$ cat src/rtl/casc_pkg.sv
// Shared types for the cascaded acknowledge sequencer.
// Assumes: two controller levels, index 0 master and index 1 slave.
package casc_pkg;

    // Where the acknowledged vector comes from.
    typedef enum logic [1:0] {
        SRC_MST      = 2'd0,
        SRC_SLV      = 2'd1,
        SRC_MST_SPUR = 2'd2,
        SRC_SLV_SPUR = 2'd3
    } vec_src_e;

    localparam int NUM_LEVELS = 2;
    localparam int LVL_MST    = 0;
    localparam int LVL_SLV    = 1;

endpackage

$ cat src/rtl/casc_fwd.sv
// Cascade forwarder: turns a held slave request into a train of one-cycle
// pulses on master line 2. Each pulse is followed by a low cycle, so an
// edge detector in the master sees a fresh rising edge each time.
// Assumes: slv_win_vld is synchronous to clk.
module casc_fwd (
    input  logic clk,
    input  logic rst_n,
    input  logic slv_win_vld,
    output logic casc_pulse
);

    // Raise the pulse when the slave wins and the pulse was low last cycle.
    always_ff @(posedge clk) begin
        if (!rst_n) casc_pulse <= 1'b0;
        else        casc_pulse <= slv_win_vld && !casc_pulse;
    end

    AST_PULSE_GAP: assert property (@(posedge clk) disable iff (!rst_n)
        casc_pulse |=> !casc_pulse);
    AST_PULSE_HAS_REQ: assert property (@(posedge clk) disable iff (!rst_n)
        casc_pulse |-> $past(slv_win_vld));

endmodule

$ cat src/rtl/casc_vec_sel.sv
// Vector selector: decides which controller supplies the vector at
// acknowledge, substitutes the spurious line where a level has no winner,
// and registers the vector with its valid flag. It also gives out the
// per-level acknowledge enables.
// Assumes: the bases carry zeros in their low line-number bits.
module casc_vec_sel
    import casc_pkg::*;
#(
    parameter int LINES     = 8,
    parameter int LW        = 3,
    parameter int VEC_W     = 8,
    parameter int CASC_LINE = 2
) (
    input  logic             clk,
    input  logic             rst_n,
    input  logic             ack_req,
    input  logic             mst_win_vld,
    input  logic [LW-1:0]    mst_win_line,
    input  logic             slv_win_vld,
    input  logic [LW-1:0]    slv_win_line,
    input  logic [VEC_W-1:0] mst_vec_base,
    input  logic [VEC_W-1:0] slv_vec_base,
    output logic             mst_fire,
    output logic             slv_fire,
    output logic [VEC_W-1:0] vec_out,
    output logic             vec_vld
);

    localparam logic [LW-1:0] SPUR_LINE = LW'(LINES - 1);
    localparam logic [LW-1:0] CASC_IDX  = LW'(CASC_LINE);

    logic            casc_hit;
    vec_src_e        src;
    logic [VEC_W-1:0] vec_nxt;

    // Classify the acknowledge by which level owns it.
    always_comb begin
        casc_hit = mst_win_vld && (mst_win_line == CASC_IDX);
        if (!mst_win_vld)     src = SRC_MST_SPUR;
        else if (!casc_hit)   src = SRC_MST;
        else if (slv_win_vld) src = SRC_SLV;
        else                  src = SRC_SLV_SPUR;
    end

    // Acknowledge enables for each level.
    assign mst_fire = ack_req && mst_win_vld;
    assign slv_fire = ack_req && (src == SRC_SLV);

    // Form the vector as base plus line, spurious line where needed.
    always_comb begin
        unique case (src)
            SRC_MST:      vec_nxt = mst_vec_base + VEC_W'(mst_win_line);
            SRC_SLV:      vec_nxt = slv_vec_base + VEC_W'(slv_win_line);
            SRC_SLV_SPUR: vec_nxt = slv_vec_base + VEC_W'(SPUR_LINE);
            default:      vec_nxt = mst_vec_base + VEC_W'(SPUR_LINE);
        endcase
    end

    // Register the vector for one cycle after the acknowledge strobe.
    always_ff @(posedge clk) begin
        if (!rst_n) begin
            vec_out <= '0;
            vec_vld <= 1'b0;
        end else begin
            vec_vld <= ack_req;
            vec_out <= ack_req ? vec_nxt : '0;
        end
    end

    AST_VLD_AFTER_ACK: assert property (@(posedge clk) disable iff (!rst_n)
        ack_req |=> vec_vld);
    AST_NO_VLD_IDLE: assert property (@(posedge clk) disable iff (!rst_n)
        !ack_req |=> !vec_vld);
    AST_SLV_NEEDS_MST: assert property (@(posedge clk) disable iff (!rst_n)
        slv_fire |-> mst_fire);

endmodule

$ cat src/rtl/casc_ack_unit.sv
// Per-level acknowledge action: for one controller, turns an acknowledge
// of a line into registered one-cycle strobes. The strobes are an
// in-service set, a pending clear (edge lines only) and a priority-base
// load (rotate on auto-EOI).
// Assumes: fire and line are stable in the cycle they are sampled.
module casc_ack_unit #(
    parameter int LINES = 8,
    parameter int LW    = 3
) (
    input  logic             clk,
    input  logic             rst_n,
    input  logic             fire,
    input  logic [LW-1:0]    line,
    input  logic             auto_eoi,
    input  logic             rot_aeoi,
    input  logic [LINES-1:0] level_mask,
    output logic [LINES-1:0] isr_set,
    output logic [LINES-1:0] irr_clr,
    output logic             prio_load,
    output logic [LW-1:0]    prio_base
);

    localparam logic [LW-1:0] LAST_LINE = LW'(LINES - 1);

    logic [LINES-1:0] line_bit;
    logic [LW-1:0]    next_base;

    // Decode the acknowledged line and its successor in rotation order.
    always_comb begin
        line_bit  = LINES'(1) << line;
        next_base = (line == LAST_LINE) ? '0 : line + LW'(1);
    end

    // Register the strobes; they are zero except in the cycle after fire.
    always_ff @(posedge clk) begin
        if (!rst_n) begin
            isr_set   <= '0;
            irr_clr   <= '0;
            prio_load <= 1'b0;
            prio_base <= '0;
        end else begin
            isr_set   <= (fire && !auto_eoi) ? line_bit : '0;
            irr_clr   <= fire ? (line_bit & ~level_mask) : '0;
            prio_load <= fire && auto_eoi && rot_aeoi;
            prio_base <= (fire && auto_eoi && rot_aeoi) ? next_base : '0;
        end
    end

    AST_ISR_ONEHOT: assert property (@(posedge clk) disable iff (!rst_n)
        $onehot0(isr_set));
    AST_AEOI_NO_ISR: assert property (@(posedge clk) disable iff (!rst_n)
        (fire && auto_eoi) |=> (isr_set == '0));
    AST_LEVEL_KEEP: assert property (@(posedge clk) disable iff (!rst_n)
        fire |=> ((irr_clr & $past(level_mask)) == '0));
    AST_ROT_ONLY_AEOI: assert property (@(posedge clk) disable iff (!rst_n)
        (fire && !auto_eoi) |=> !prio_load);
    AST_IDLE_QUIET: assert property (@(posedge clk) disable iff (!rst_n)
        !fire |=> (isr_set == '0 && irr_clr == '0 && !prio_load));

endmodule

$ cat src/rtl/casc_ack_seq.sv
// Cascaded interrupt acknowledge sequencer (top). Drives the processor
// interrupt line, forwards slave requests into master line 2, and on
// acknowledge returns the vector and the update strobes for both levels.
// Assumes: resolver outputs reflect the controllers' current state and
// the register files apply the strobes on the cycle they are presented.
module casc_ack_seq
    import casc_pkg::*;
#(
    parameter int LINES     = 8,
    parameter int VEC_W     = 8,
    parameter int CASC_LINE = 2,
    localparam int LW       = $clog2(LINES)
) (
    input  logic             clk,
    input  logic             rst_n,
    input  logic             mst_win_vld,
    input  logic [LW-1:0]    mst_win_line,
    input  logic             slv_win_vld,
    input  logic [LW-1:0]    slv_win_line,
    input  logic [VEC_W-1:0] mst_vec_base,
    input  logic [VEC_W-1:0] slv_vec_base,
    input  logic             mst_auto_eoi,
    input  logic             mst_rot_aeoi,
    input  logic             slv_auto_eoi,
    input  logic             slv_rot_aeoi,
    input  logic [LINES-1:0] mst_level_mask,
    input  logic [LINES-1:0] slv_level_mask,
    input  logic             ack_req,
    output logic             cpu_irq,
    output logic [VEC_W-1:0] vec_out,
    output logic             vec_vld,
    output logic             casc_pulse,
    output logic [LINES-1:0] mst_isr_set,
    output logic [LINES-1:0] mst_irr_clr,
    output logic             mst_prio_load,
    output logic [LW-1:0]    mst_prio_base,
    output logic [LINES-1:0] slv_isr_set,
    output logic [LINES-1:0] slv_irr_clr,
    output logic             slv_prio_load,
    output logic [LW-1:0]    slv_prio_base
);

    logic                   mst_fire;
    logic                   slv_fire;

    logic [NUM_LEVELS-1:0]  lv_fire;
    logic [NUM_LEVELS-1:0]  lv_aeoi;
    logic [NUM_LEVELS-1:0]  lv_rot;
    logic [NUM_LEVELS-1:0]  lv_pload;
    logic [LW-1:0]          lv_line  [NUM_LEVELS];
    logic [LW-1:0]          lv_pbase [NUM_LEVELS];
    logic [LINES-1:0]       lv_lmask [NUM_LEVELS];
    logic [LINES-1:0]       lv_isr   [NUM_LEVELS];
    logic [LINES-1:0]       lv_irr   [NUM_LEVELS];

    // Track the master winner onto the processor interrupt line.
    always_ff @(posedge clk) begin
        if (!rst_n) cpu_irq <= 1'b0;
        else        cpu_irq <= mst_win_vld;
    end

    casc_fwd u_fwd (
        .clk         (clk),
        .rst_n       (rst_n),
        .slv_win_vld (slv_win_vld),
        .casc_pulse  (casc_pulse)
    );

    casc_vec_sel #(
        .LINES     (LINES),
        .LW        (LW),
        .VEC_W     (VEC_W),
        .CASC_LINE (CASC_LINE)
    ) u_vsel (
        .clk          (clk),
        .rst_n        (rst_n),
        .ack_req      (ack_req),
        .mst_win_vld  (mst_win_vld),
        .mst_win_line (mst_win_line),
        .slv_win_vld  (slv_win_vld),
        .slv_win_line (slv_win_line),
        .mst_vec_base (mst_vec_base),
        .slv_vec_base (slv_vec_base),
        .mst_fire     (mst_fire),
        .slv_fire     (slv_fire),
        .vec_out      (vec_out),
        .vec_vld      (vec_vld)
    );

    // Gather each level's controls into indexed form.
    assign lv_fire[LVL_MST]  = mst_fire;
    assign lv_fire[LVL_SLV]  = slv_fire;
    assign lv_aeoi[LVL_MST]  = mst_auto_eoi;
    assign lv_aeoi[LVL_SLV]  = slv_auto_eoi;
    assign lv_rot[LVL_MST]   = mst_rot_aeoi;
    assign lv_rot[LVL_SLV]   = slv_rot_aeoi;
    assign lv_line[LVL_MST]  = mst_win_line;
    assign lv_line[LVL_SLV]  = slv_win_line;
    assign lv_lmask[LVL_MST] = mst_level_mask;
    assign lv_lmask[LVL_SLV] = slv_level_mask;

    // One acknowledge action unit for each controller level.
    for (genvar g = 0; g < NUM_LEVELS; g++) begin : g_lvl
        casc_ack_unit #(
            .LINES (LINES),
            .LW    (LW)
        ) u_ack (
            .clk        (clk),
            .rst_n      (rst_n),
            .fire       (lv_fire[g]),
            .line       (lv_line[g]),
            .auto_eoi   (lv_aeoi[g]),
            .rot_aeoi   (lv_rot[g]),
            .level_mask (lv_lmask[g]),
            .isr_set    (lv_isr[g]),
            .irr_clr    (lv_irr[g]),
            .prio_load  (lv_pload[g]),
            .prio_base  (lv_pbase[g])
        );
    end

    // Spread indexed results back onto the named ports.
    assign mst_isr_set   = lv_isr[LVL_MST];
    assign mst_irr_clr   = lv_irr[LVL_MST];
    assign mst_prio_load = lv_pload[LVL_MST];
    assign mst_prio_base = lv_pbase[LVL_MST];
    assign slv_isr_set   = lv_isr[LVL_SLV];
    assign slv_irr_clr   = lv_irr[LVL_SLV];
    assign slv_prio_load = lv_pload[LVL_SLV];
    assign slv_prio_base = lv_pbase[LVL_SLV];

    AST_IRQ_TRACK: assert property (@(posedge clk) disable iff (!rst_n)
        1'b1 |=> (cpu_irq == $past(mst_win_vld)));
    AST_STROBE_WITH_VLD: assert property (@(posedge clk) disable iff (!rst_n)
        (mst_isr_set != '0 || slv_isr_set != '0 || mst_prio_load
         || slv_prio_load) |-> vec_vld);
    AST_SLV_NEEDS_CASC: assert property (@(posedge clk) disable iff (!rst_n)
        (slv_isr_set != '0 || slv_irr_clr != '0 || slv_prio_load)
        |-> $past(mst_win_line == LW'(CASC_LINE)));

endmodule

$ cat config.mk
export PLATFORM = sky130hd
export DESIGN_NAME = casc_ack_seq
export DESIGN_NICKNAME = d
export VERILOG_FILES = /design/src/rtl/casc_pkg.sv /design/src/rtl/casc_fwd.sv /design/src/rtl/casc_vec_sel.sv /design/src/rtl/casc_ack_unit.sv /design/src/rtl/casc_ack_seq.sv
export SDC_FILE = /design/constraint.sdc
export NUM_CORES = 1
export LEC_CHECK = 0
export BUFFER_PORTS_ARGS = -buffer_cell sky130_fd_sc_hd__buf_2
export CORE_ASPECT_RATIO = 1.25
export CORE_MARGIN = 2
export CORE_UTILIZATION = 35
export DETAILED_ROUTE_END_ITERATION = 7
export HOLD_SLACK_MARGIN = 0.03
export PLACE_DENSITY = 0.6
export SLEW_MARGIN = 20
export SYNTH_ARGS = -nofsm -noshare
export SYNTH_HDL_FRONTEND = slang
export SYNTH_SLANG_ARGS = --single-unit
$ cat constraint.sdc
create_clock -name clk -period 2.7 [get_ports clk]
set_input_delay 0.405 -clock clk [delete_from_list [all_inputs] [get_ports clk]]
set_output_delay 0.405 -clock clk [all_outputs]
set_load 0.03 [all_outputs]
==> results of run 1 <==
==> worst paths after layout <==
check / from / slack, ns / to
worst max-delay path: mst_win_line[0] / 0.58 / u_vsel.vec_out[6]
worst min-delay path: mst_level_mask[7] / 0.24 / g_lvl[0].u_ack.irr_clr[7]
worst max register to register: u_fwd.casc_pulse / 2.23 / u_fwd.casc_pulse
worst min register to register: u_fwd.casc_pulse / 0.41 / u_fwd.casc_pulse
==> flip-flops by register name (all words and copies together) (netlist names) <==
| signal | count |
|---|---|
| u_vsel.vec_out | 8 |
| g_lvl.u_ack.irr_clr | 16 |
| u_vsel.vec_vld | 1 |
| u_fwd.casc_pulse | 1 |
| g_lvl.u_ack.isr_set | 16 |
| g_lvl.u_ack.prio_base | 6 |
| cpu_irq | 1 |
| g_lvl.u_ack.prio_load | 2 |
==> metal layers <==
layer / vias up / share of wire / GRT usage
met4: 0 / 0.016 / 0.0685
met3: 8 / 0.065 / 0.0272
met2: 93 / 0.47 / 0.270
met1: 980 / 0.44 / 0.209
li1: 1045 / - / -
met5: - / 0 / 0
==> area by class of cell <==
| class | count | share of cell area |
|---|---|---|
| clock buffer | 6 | 0.0237 |
| clock inverter | 2 | 0.0127 |
| inverter | 12 | 0.0147 |
| multi-input combinational | 172 | 0.418 |
| sequential | 51 | 0.334 |
| tap | 87 | 0.0356 |
| timing repair buffer | 98 | 0.161 |
==> per-stage QoR <==
step | std cells | setup WS (ns)
2_1_floorplan | 241 | 0.561
3_3_place_gp | 420 | 0.354
3_5_place_dp | 420 | 0.263
4_1_cts | 428 | 0.597
5_1_grt | 428 | 0.369
6_report | 428 | 0.576
==> kinds of logic after synthesis <==
| logic type | synth area share |
|---|---|
| muxes | 0.0126 |
| and+or+nand+nor | 0.250 |
| buffers and inverters | 0.0347 |
| AOI/OAI and AO/OA | 0.0914 |
| adders and majority gates | 0.117 |
| xor gates and xnor gates | 0.0662 |
| DFF | 0.429 |
==> power breakdown <==
group          switching (mW)  internal [mW]
clock network           0.259          0.280
registers             0.00305          0.763
logic                   0.149         0.0979
==> worst max-delay path, cell delays in order <==
cell and delay, ns:
buf_2 0.13, inv_1 0.08, ha_1 0.28, and4bb_1 0.27, mux2i_1 0.20, ha_1 0.28, nor2b_1 0.23, nor2_1 0.07
xnor2_1 0.12, a22oi_1 0.15, a21oi_1 0.08
==> layout by cell type, fill, tap and decap left out, types with 4 or more instances in the layout <==
| master | synthesis | layout |
|---|---|---|
| nor2_1 | 22 | 22 |
| nand2_1 | 9 | 9 |
| ha_1 | 19 | 19 |
| nand3_1 | 6 | 6 |
| nor3_1 | 4 | 4 |
| and3_1 | 8 | 8 |
| a21oi_1 | 13 | 13 |
| and2_1 | 11 | 11 |
| nor3b_1 | 10 | 10 |
| xnor2_1 | 10 | 10 |
| clkbuf_8 | 0 | 5 |
| dfxtp_1 | 51 | 51 |
| inv_1 | 12 | 12 |
| o21ai_0 | 4 | 4 |
| nor4b_1 | 4 | 4 |
| buf_2 | 3 | 97 |
| xor2_1 | 8 | 8 |
==> impl_metrics.json, run 1 <==
{
  "status": "completed",
  "grt_pass1_wl_mm": 9.55,
  "drive_gt1_frac": 0.337,
  "fillCellCount": 646,
  "p_total_mw": 1.55,
  "drc": 0,
  "worst_slew_margin_rel": 0.579,
  "yosysMostFrequentCell": "dfxtp_1",
  "antenna_found_initial": 0,
  "path_max_fanout": 7,
  "period_needed_ns": 2.12,
  "htree_levels": 2,
  "hold_slack_ns": 0.244,
  "syn_inst": 241,
  "clock_sinks": 51,
  "io_buffers": 97,
  "dieArea_um2": 7480,
  "cts_hold_buf": 0,
  "seq_area_frac_synth": 0.429,
  "num_vias": 2126,
  "post_dp_cell_area_um2": 2950,
  "ant_nets": 0,
  "grt.total_usage": 0.163,
  "finalWeightedCongestion": 0.792,
  "cap_violations": 0,
  "synth_edf_count": 0,
  "tritoncts": "built",
  "gr-total-overflow": 0,
  "tns_ns": 0,
  "worst_clock_skew_ns": 0,
  "synth-main-ff-cell": "dfxtp_1",
  "area_growth_pct": 28.4,
  "grt_max_degree": 17,
  "synth-seq-cells": 51,
  "synth_area_um2": 2380,
  "synth_cell_types": 47,
  "die-width_um": 77.8,
  "cp.arrival_ns": 2.31,
  "yosys-top-cells-count": "dfxtp_1, nor2_1, ha_1",
  "pwr_density_cell_nw_per_um2": 508,
  "async_reset_ff_frac": 0,
  "hold_class": "input pin to flip-flop",
  "core_area_um2": 6570,
  "worst_slew_pin_slew_ns": 0.626,
  "die_h_um": 96.2,
  "end_kind": "flip-flop",
  "io_pins": 98,
  "clock_latency_ns": 0.30,
  "clock_path_buffers": 2,
  "synth_area_leaders": "dfxtp_1, ha_1, xnor2_1",
  "cts_resized": 0,
  "crit_required_ns": 2.89,
  "reg2reg_depth": 1,
  "cts-buffers-inserted": 5,
  "fmax_mhz": 471,
  "hold_depth": 2,
  "initial_core_util": 0.363,
  "hold_violations": 0,
  "cp-start-kind": "input pin",
  "setup_viol": 0,
  "rows": 33,
  "seq_area_um2": 1020,
  "grt_setup_unrepaired": "false",
  "post_cts_buffers": 0,
  "ys.warnings.count": 0,
  "power_leakage_nw": 1.51,
  "syn_nets": 309,
  "synth_area_leader_cell": "dfxtp_1",
  "synth_top_area_share": 0.429,
  "final_cell_area_um2": 3060,
  "hpwl_mm": 4.86,
  "slew_violations": 0,
  "firstDrtPassIters": 4,
  "antenna_cells": 0,
  "criticalPathCategory": "input pin to flip-flop",
  "cts_root_buffer": "clkbuf_8",
  "path_clk_slew_ns": 0.10,
  "multi_input_area_um2": 1280,
  "finalNetCount": 408,
  "wl_per_cell_um": 14.3,
  "period_share": 0.787,
  "wl_mm": 6.12,
  "fin_util": 0.466,
  "peakVddDrop_uv": 237,
  "first_global_vias": 1958,
  "dr.first_iter.drc_count": 55,
  "synth.avg_cell_area_um2": 9.88,
  "via_per_inst": 4.97
}
Note: power is estimated with default switching activity, not from simulation.
==> inputs of run 2 (changes only) <==
--- a/config.mk
+++ b/config.mk
@@ -11,7 +11,7 @@
 export CORE_UTILIZATION = 35
 export DETAILED_ROUTE_END_ITERATION = 7
 export HOLD_SLACK_MARGIN = 0.03
-export PLACE_DENSITY = 0.6
+export PLACE_DENSITY = 0.63
 export SLEW_MARGIN = 20
 export SYNTH_ARGS = -nofsm -noshare
 export SYNTH_HDL_FRONTEND = slang
==> constraint.sdc (replaced) <==
create_clock -name clk -period 1.8 [get_ports clk]
set_input_delay 0.27 -clock clk [delete_from_list [all_inputs] [get_ports clk]]
set_output_delay 0.27 -clock clk [all_outputs]
set_load 0.03 [all_outputs]
==> impl_metrics.json, run 2 (synthesis results as in run 1) <==
{
  "dieArea_um2": 7480,
  "reg.largest.list": "g_lvl.u_ack.irr_clr x16, g_lvl.u_ack.isr_set x16, u_vsel.vec_out x8",
  "swShare": 0.274,
  "p_int_mw": 1.61,
  "dr.first_iter.drc_count": 53,
  "seq_area_um2": 1020,
  "worst_clock_skew_ns": 0,
  "cap_violations": 0,
  "crit_required_ns": 1.99,
  "power_leakage_nw": 1.65,
  "dp.cells": 449,
  "drc": 0,
  "peakVddDrop_uv": 282,
  "slew_violations": 0,
  "area_growth_pct": 38.4,
  "criticalPathCategory": "input pin to flip-flop",
  "core_area_um2": 6570,
  "post_dp_cell_area_um2": 3200,
  "reg2reg_from": "u_fwd.casc_pulse",
  "setup_viol": 0,
  "period_share": 0.931,
  "grt_max_degree": 16,
  "hold_class": "input pin to flip-flop",
  "hold_slack_ns": 0.111,
  "antenna_cells": 0,
  "grt_setup_unrepaired": "false",
  "r2r_slack_ns": 1.33,
  "htree_levels": 2,
  "grt_pass1_wl_mm": 10.2,
  "clock_sinks": 51,
  "path_clk_slew_ns": 0.09,
  "multi_input_area_um2": 1310,
  "fillCellCount": 649,
  "drive_gt1_frac": 0.408,
  "status": "completed",
  "r2r_end": "u_fwd.casc_pulse",
  "first_global_vias": 2253,
  "pwr-share-seq": 0.519,
  "final_cell_area_um2": 3290,
  "finalWeightedCongestion": 0.813,
  "tritoncts": "built",
  "startpoint": "mst_win_line[0]",
  "io_buffers": 97,
  "hpwl_mm": 5.21,
  "hold_violations": 0,
  "crit_end": "u_vsel.vec_out[6]",
  "cts_hold_buf": 0,
  "worst_slew_margin_rel": 0.703,
  "p_comb_frac": 0.196,
  "wl_mm": 6.21,
  "gr-total-overflow": 0,
  "tns_ns": 0,
  "switchingPower_uw": 605,
  "final_cells": 457,
  "path_max_fanout": 5,
  "rows": 33,
  "reg2reg_depth": 1,
  "via_per_inst": 4.80,
  "cp-start-kind": "input pin",
  "clock_latency_ns": 0.29,
  "antenna_found_initial": 0,
  "clock_path_buffers": 2,
  "die_h_um": 96.2,
  "period_needed_ns": 1.68,
  "pwr-share-clk": 0.285,
  "finalNetCount": 438,
  "mostFrequentLayoutCells": "buf_2, dfxtp_1, buf_4",
  "p_total_mw": 2.21,
  "firstDrtPassIters": 4,
  "io_pins": 98,
  "ant_nets": 0,
  "worst_slew_pin_slew_ns": 0.442,
  "num_vias": 2194,
  "cts-buffers-inserted": 5,
  "wl_per_cell_um": 13.6,
  "initial_core_util": 0.363,
  "pwr_density_cell_nw_per_um2": 672,
  "fmax_mhz": 597,
  "die-width_um": 77.8,
  "grt.total_usage": 0.173,
  "end_kind": "flip-flop",
  "final_common_cell": "buf_2",
  "cts_root_buffer": "clkbuf_8",
  "cp.arrival_ns": 1.87
}
[run 2: cell type report]
cell class	instances	area share
clock buffer	5	0.0209
timing repair buffer	128	0.218
tap	87	0.0330
inverter	12	0.0175
multi-input combinational	172	0.397
sequential	51	0.310
clock inverter	2	0.00418
[run 2: power by group through the flow]
stage	Clock, mW	Sequential (mW)	Combinational, mW
after floorplan	0	1.21	0.190
after global placement	0	1.18	0.425
after detailed placement	0	1.18	0.429
after CTS	0.654	1.15	0.432
after global routing	0.690	1.15	0.482
final	0.630	1.15	0.434
[run 2: worst min-delay path by stage]
| stage | from | to | cells past startpoint |
|---|---|---|---|
| 2_1_floorplan | mst_win_line[0] | g_lvl[0].u_ack.prio_base[0] | 1 |
| 3_3_place_gp | u_fwd.casc_pulse | u_fwd.casc_pulse | 1 |
| 3_5_place_dp | u_fwd.casc_pulse | u_fwd.casc_pulse | 1 |
| 4_1_cts | mst_level_mask[6] | g_lvl[0].u_ack.irr_clr[6] | 2 |
| 5_1_grt | mst_level_mask[0] | g_lvl[0].u_ack.irr_clr[0] | 2 |
| 6_report | mst_level_mask[7] | g_lvl[0].u_ack.irr_clr[7] | 2 |
[run 2: what timing repair did]
item | CTS | global route
gates resized for setup | 0 | 2
setup buffers | 0 | 1
endpoints found under the setup margin | 0 | 2
[run 2: layer usage]
layer	vias up	wire (um)	share of wire	GRT usage
met5	-	0	0	0
li1	1098	-	-	-
met1	1002	2550	0.41	0.192
met4	0	184	0.030	0.0863
met2	79	3150	0.51	0.321
met3	15	330	0.053	0.0244
[run 2: worst max-delay path, stage by stage]
cell      delay (ns)
buf_2           0.15
inv_12          0.06
ha_4            0.12
and4bb_1        0.23
mux2i_1         0.20
ha_2            0.24
nor2b_4         0.17
nor2_1          0.06
xnor2_1         0.12
a22oi_1         0.16
a21oi_1         0.09
[run 2: metrics by stage]
step / setup slack (ns) / utilization
after floorplan: -0.0404 / -
after global placement: -0.179 / 0.487
after detailed placement: -0.193 / 0.487
after CTS: 0.124 / 0.500
after global routing: 0.000638 / 0.502
final: 0.124 / 0.502
==> inputs of run 3 (changes only) <==
==> constraint.sdc (replaced) <==
create_clock -name clk -period 1.4 [get_ports clk]
set_input_delay 0.21 -clock clk [delete_from_list [all_inputs] [get_ports clk]]
set_output_delay 0.21 -clock clk [all_outputs]
set_load 0.03 [all_outputs]
==> impl_metrics.json, run 3 (synthesis results as in run 1) <==
{
  "area_growth_pct": 49.2,
  "clock_latency_ns": 0.29,
  "criticalPathCategory": "input pin to flip-flop",
  "fin_util": 0.541,
  "setup_viol": 3,
  "pre_cts_ws_ns": -0.568,
  "hpwl_mm": 5.18,
  "reg2reg_from": "u_fwd.casc_pulse",
  "switchingPower_uw": 817,
  "core_area_um2": 6570,
  "p_comb_frac": 0.206,
  "dr.first_iter.drc_count": 45,
  "grt_setup_unrepaired": "true",
  "min_to": "g_lvl[1].u_ack.irr_clr[7]",
  "wl_per_cell_um": 13.6,
  "period_share": 1.10,
  "grt.total_usage": 0.171,
  "grt_pass1_wl_mm": 10.0,
  "mostFrequentLayoutCells": "buf_2, dfxtp_1, buf_4",
  "p_int_mw": 2.31,
  "final_cells": 471,
  "cp.arrival_ns": 1.75,
  "crit_required_ns": 1.60,
  "dp.cells": 459,
  "ant_nets": 0,
  "num_vias": 2261,
  "wl_mm": 6.42,
  "cp-start-kind": "input pin",
  "slew_violations": 0,
  "clock_path_buffers": 2,
  "cp_common_cell": "buf_4",
  "dieArea_um2": 7480,
  "tritoncts": "built",
  "final_cell_area_um2": 3550,
  "reg.largest.list": "g_lvl.u_ack.irr_clr x16, g_lvl.u_ack.isr_set x16, u_vsel.vec_out x8",
  "critical_path.slowest_cell": "a221oi_2",
  "initial_core_util": 0.363,
  "cp_cell_sequence": "buf_2, ha_4, and4bb_1, mux2i_1, ha_2, buf_4, buf_4, xor2_1, a221oi_2, nor2_1",
  "met1_usage": 0.214,
  "finalNetCount": 451,
  "first_global_vias": 2121,
  "pwr-share-seq": 0.473,
  "drive_gt1_frac": 0.474,
  "antenna_cells": 0,
  "path_clk_slew_ns": 0.10,
  "met3_usage": 0.0253,
  "cts_root_buffer": "clkbuf_8",
  "antenna_found_initial": 0,
  "tns_ns": -0.350,
  "worst_clock_skew_ns": 0,
  "post_dp_cell_area_um2": 3310,
  "worst_slew_pin_slew_ns": 0.293,
  "period_needed_ns": 1.55,
  "peakVddDrop_uv": 465,
  "hold_depth": 2,
  "pwr-share-clk": 0.321,
  "pwr_density_cell_nw_per_um2": 880,
  "clock_sinks": 51,
  "cap_violations": 0,
  "io_pins": 98,
  "startpoint": "mst_win_line[1]",
  "gr-total-overflow": 0,
  "end_kind": "flip-flop",
  "violations": "negative setup slack",
  "busiest_layer": "met2",
  "via_per_inst": 4.80,
  "power_leakage_nw": 1.74,
  "die-width_um": 77.8,
  "die_h_um": 96.2,
  "hold_violations": 0,
  "firstDrtPassIters": 4,
  "r2r_end": "u_fwd.casc_pulse",
  "status": "finished with violations",
  "critical_path.max_stage_delay_ns": 0.24,
  "path_max_fanout": 5,
  "worst_slew_margin_rel": 0.804,
  "reg2reg_depth": 1,
  "io_buffers": 97,
  "htree_levels": 2,
  "rows": 33,
  "r2r_slack_ns": 0.90,
  "hold_start": "slv_level_mask[7]",
  "grt_max_degree": 17,
  "setup_ws_ns": -0.146,
  "fmax_mhz": 647,
  "finalWeightedCongestion": 0.857,
  "drc": 0,
  "cts-buffers-inserted": 5,
  "swShare": 0.261,
  "hold_slack_ns": 0.0608,
  "final_common_cell": "buf_2",
  "p_total_mw": 3.13,
  "grt_util_met2": 0.300,
  "hold_class": "input pin to flip-flop"
}
## run 3: cell count changes in the layout (fill, tap and decap cells not counted), sizes merged
cell / before / now
bufinv: 0 / 1
buf: 128 / 141
## run 3: layout make-up
class,instances,area (um2)
clock buffer,5,68.8
timing repair buffer,141,831
clock inverter,3,43.8
tap,87,109
sequential,51,1020
multi-input combinational,172,1420
inverter,12,57.6
fill,633,3010
## run 3: how the worst max path moves through the flow
stage,endpoint
finish,u_vsel.vec_out[2]
global route,u_vsel.vec_out[6]
CTS,u_vsel.vec_out[6]
detailed placement,u_vsel.vec_out[6]
global placement,u_vsel.vec_out[6]
floorplan,u_vsel.vec_out[6]
## run 3: layer usage
layer,vias up,wire [um]
met3,11,359
met2,92,3190
met4,0,155
met1,1031,2720
li1,1127,-
met5,-,0
## run 3: what timing repair did
action                                  4_1_cts  5_1_grt
hold buffers                                  0        0
endpoints found under the setup margin       16        8
resized for setup                            15        8
pin swaps                                     9        6
setup buffers                                 2        2
## run 3: critical path: cells and delay by family
kind            cells  cell delay (ns)
buf+inv             3             0.39
fa+ha+maj           2             0.37
simple gates        2             0.26
compound gates      1             0.24
xor+xnor            1             0.15
mux                 1             0.13
## run 3: power by group through the flow
stage          Combinational (mW)  Clock [mW]  Sequential, mW
4_1_cts                     0.626        1.03            1.48
5_1_grt                     0.708        1.11            1.48
6_report                    0.644        1.00            1.48
3_5_place_dp                0.592           0            1.51
3_3_place_gp                0.588           0            1.51
2_1_floorplan               0.260           0            1.56
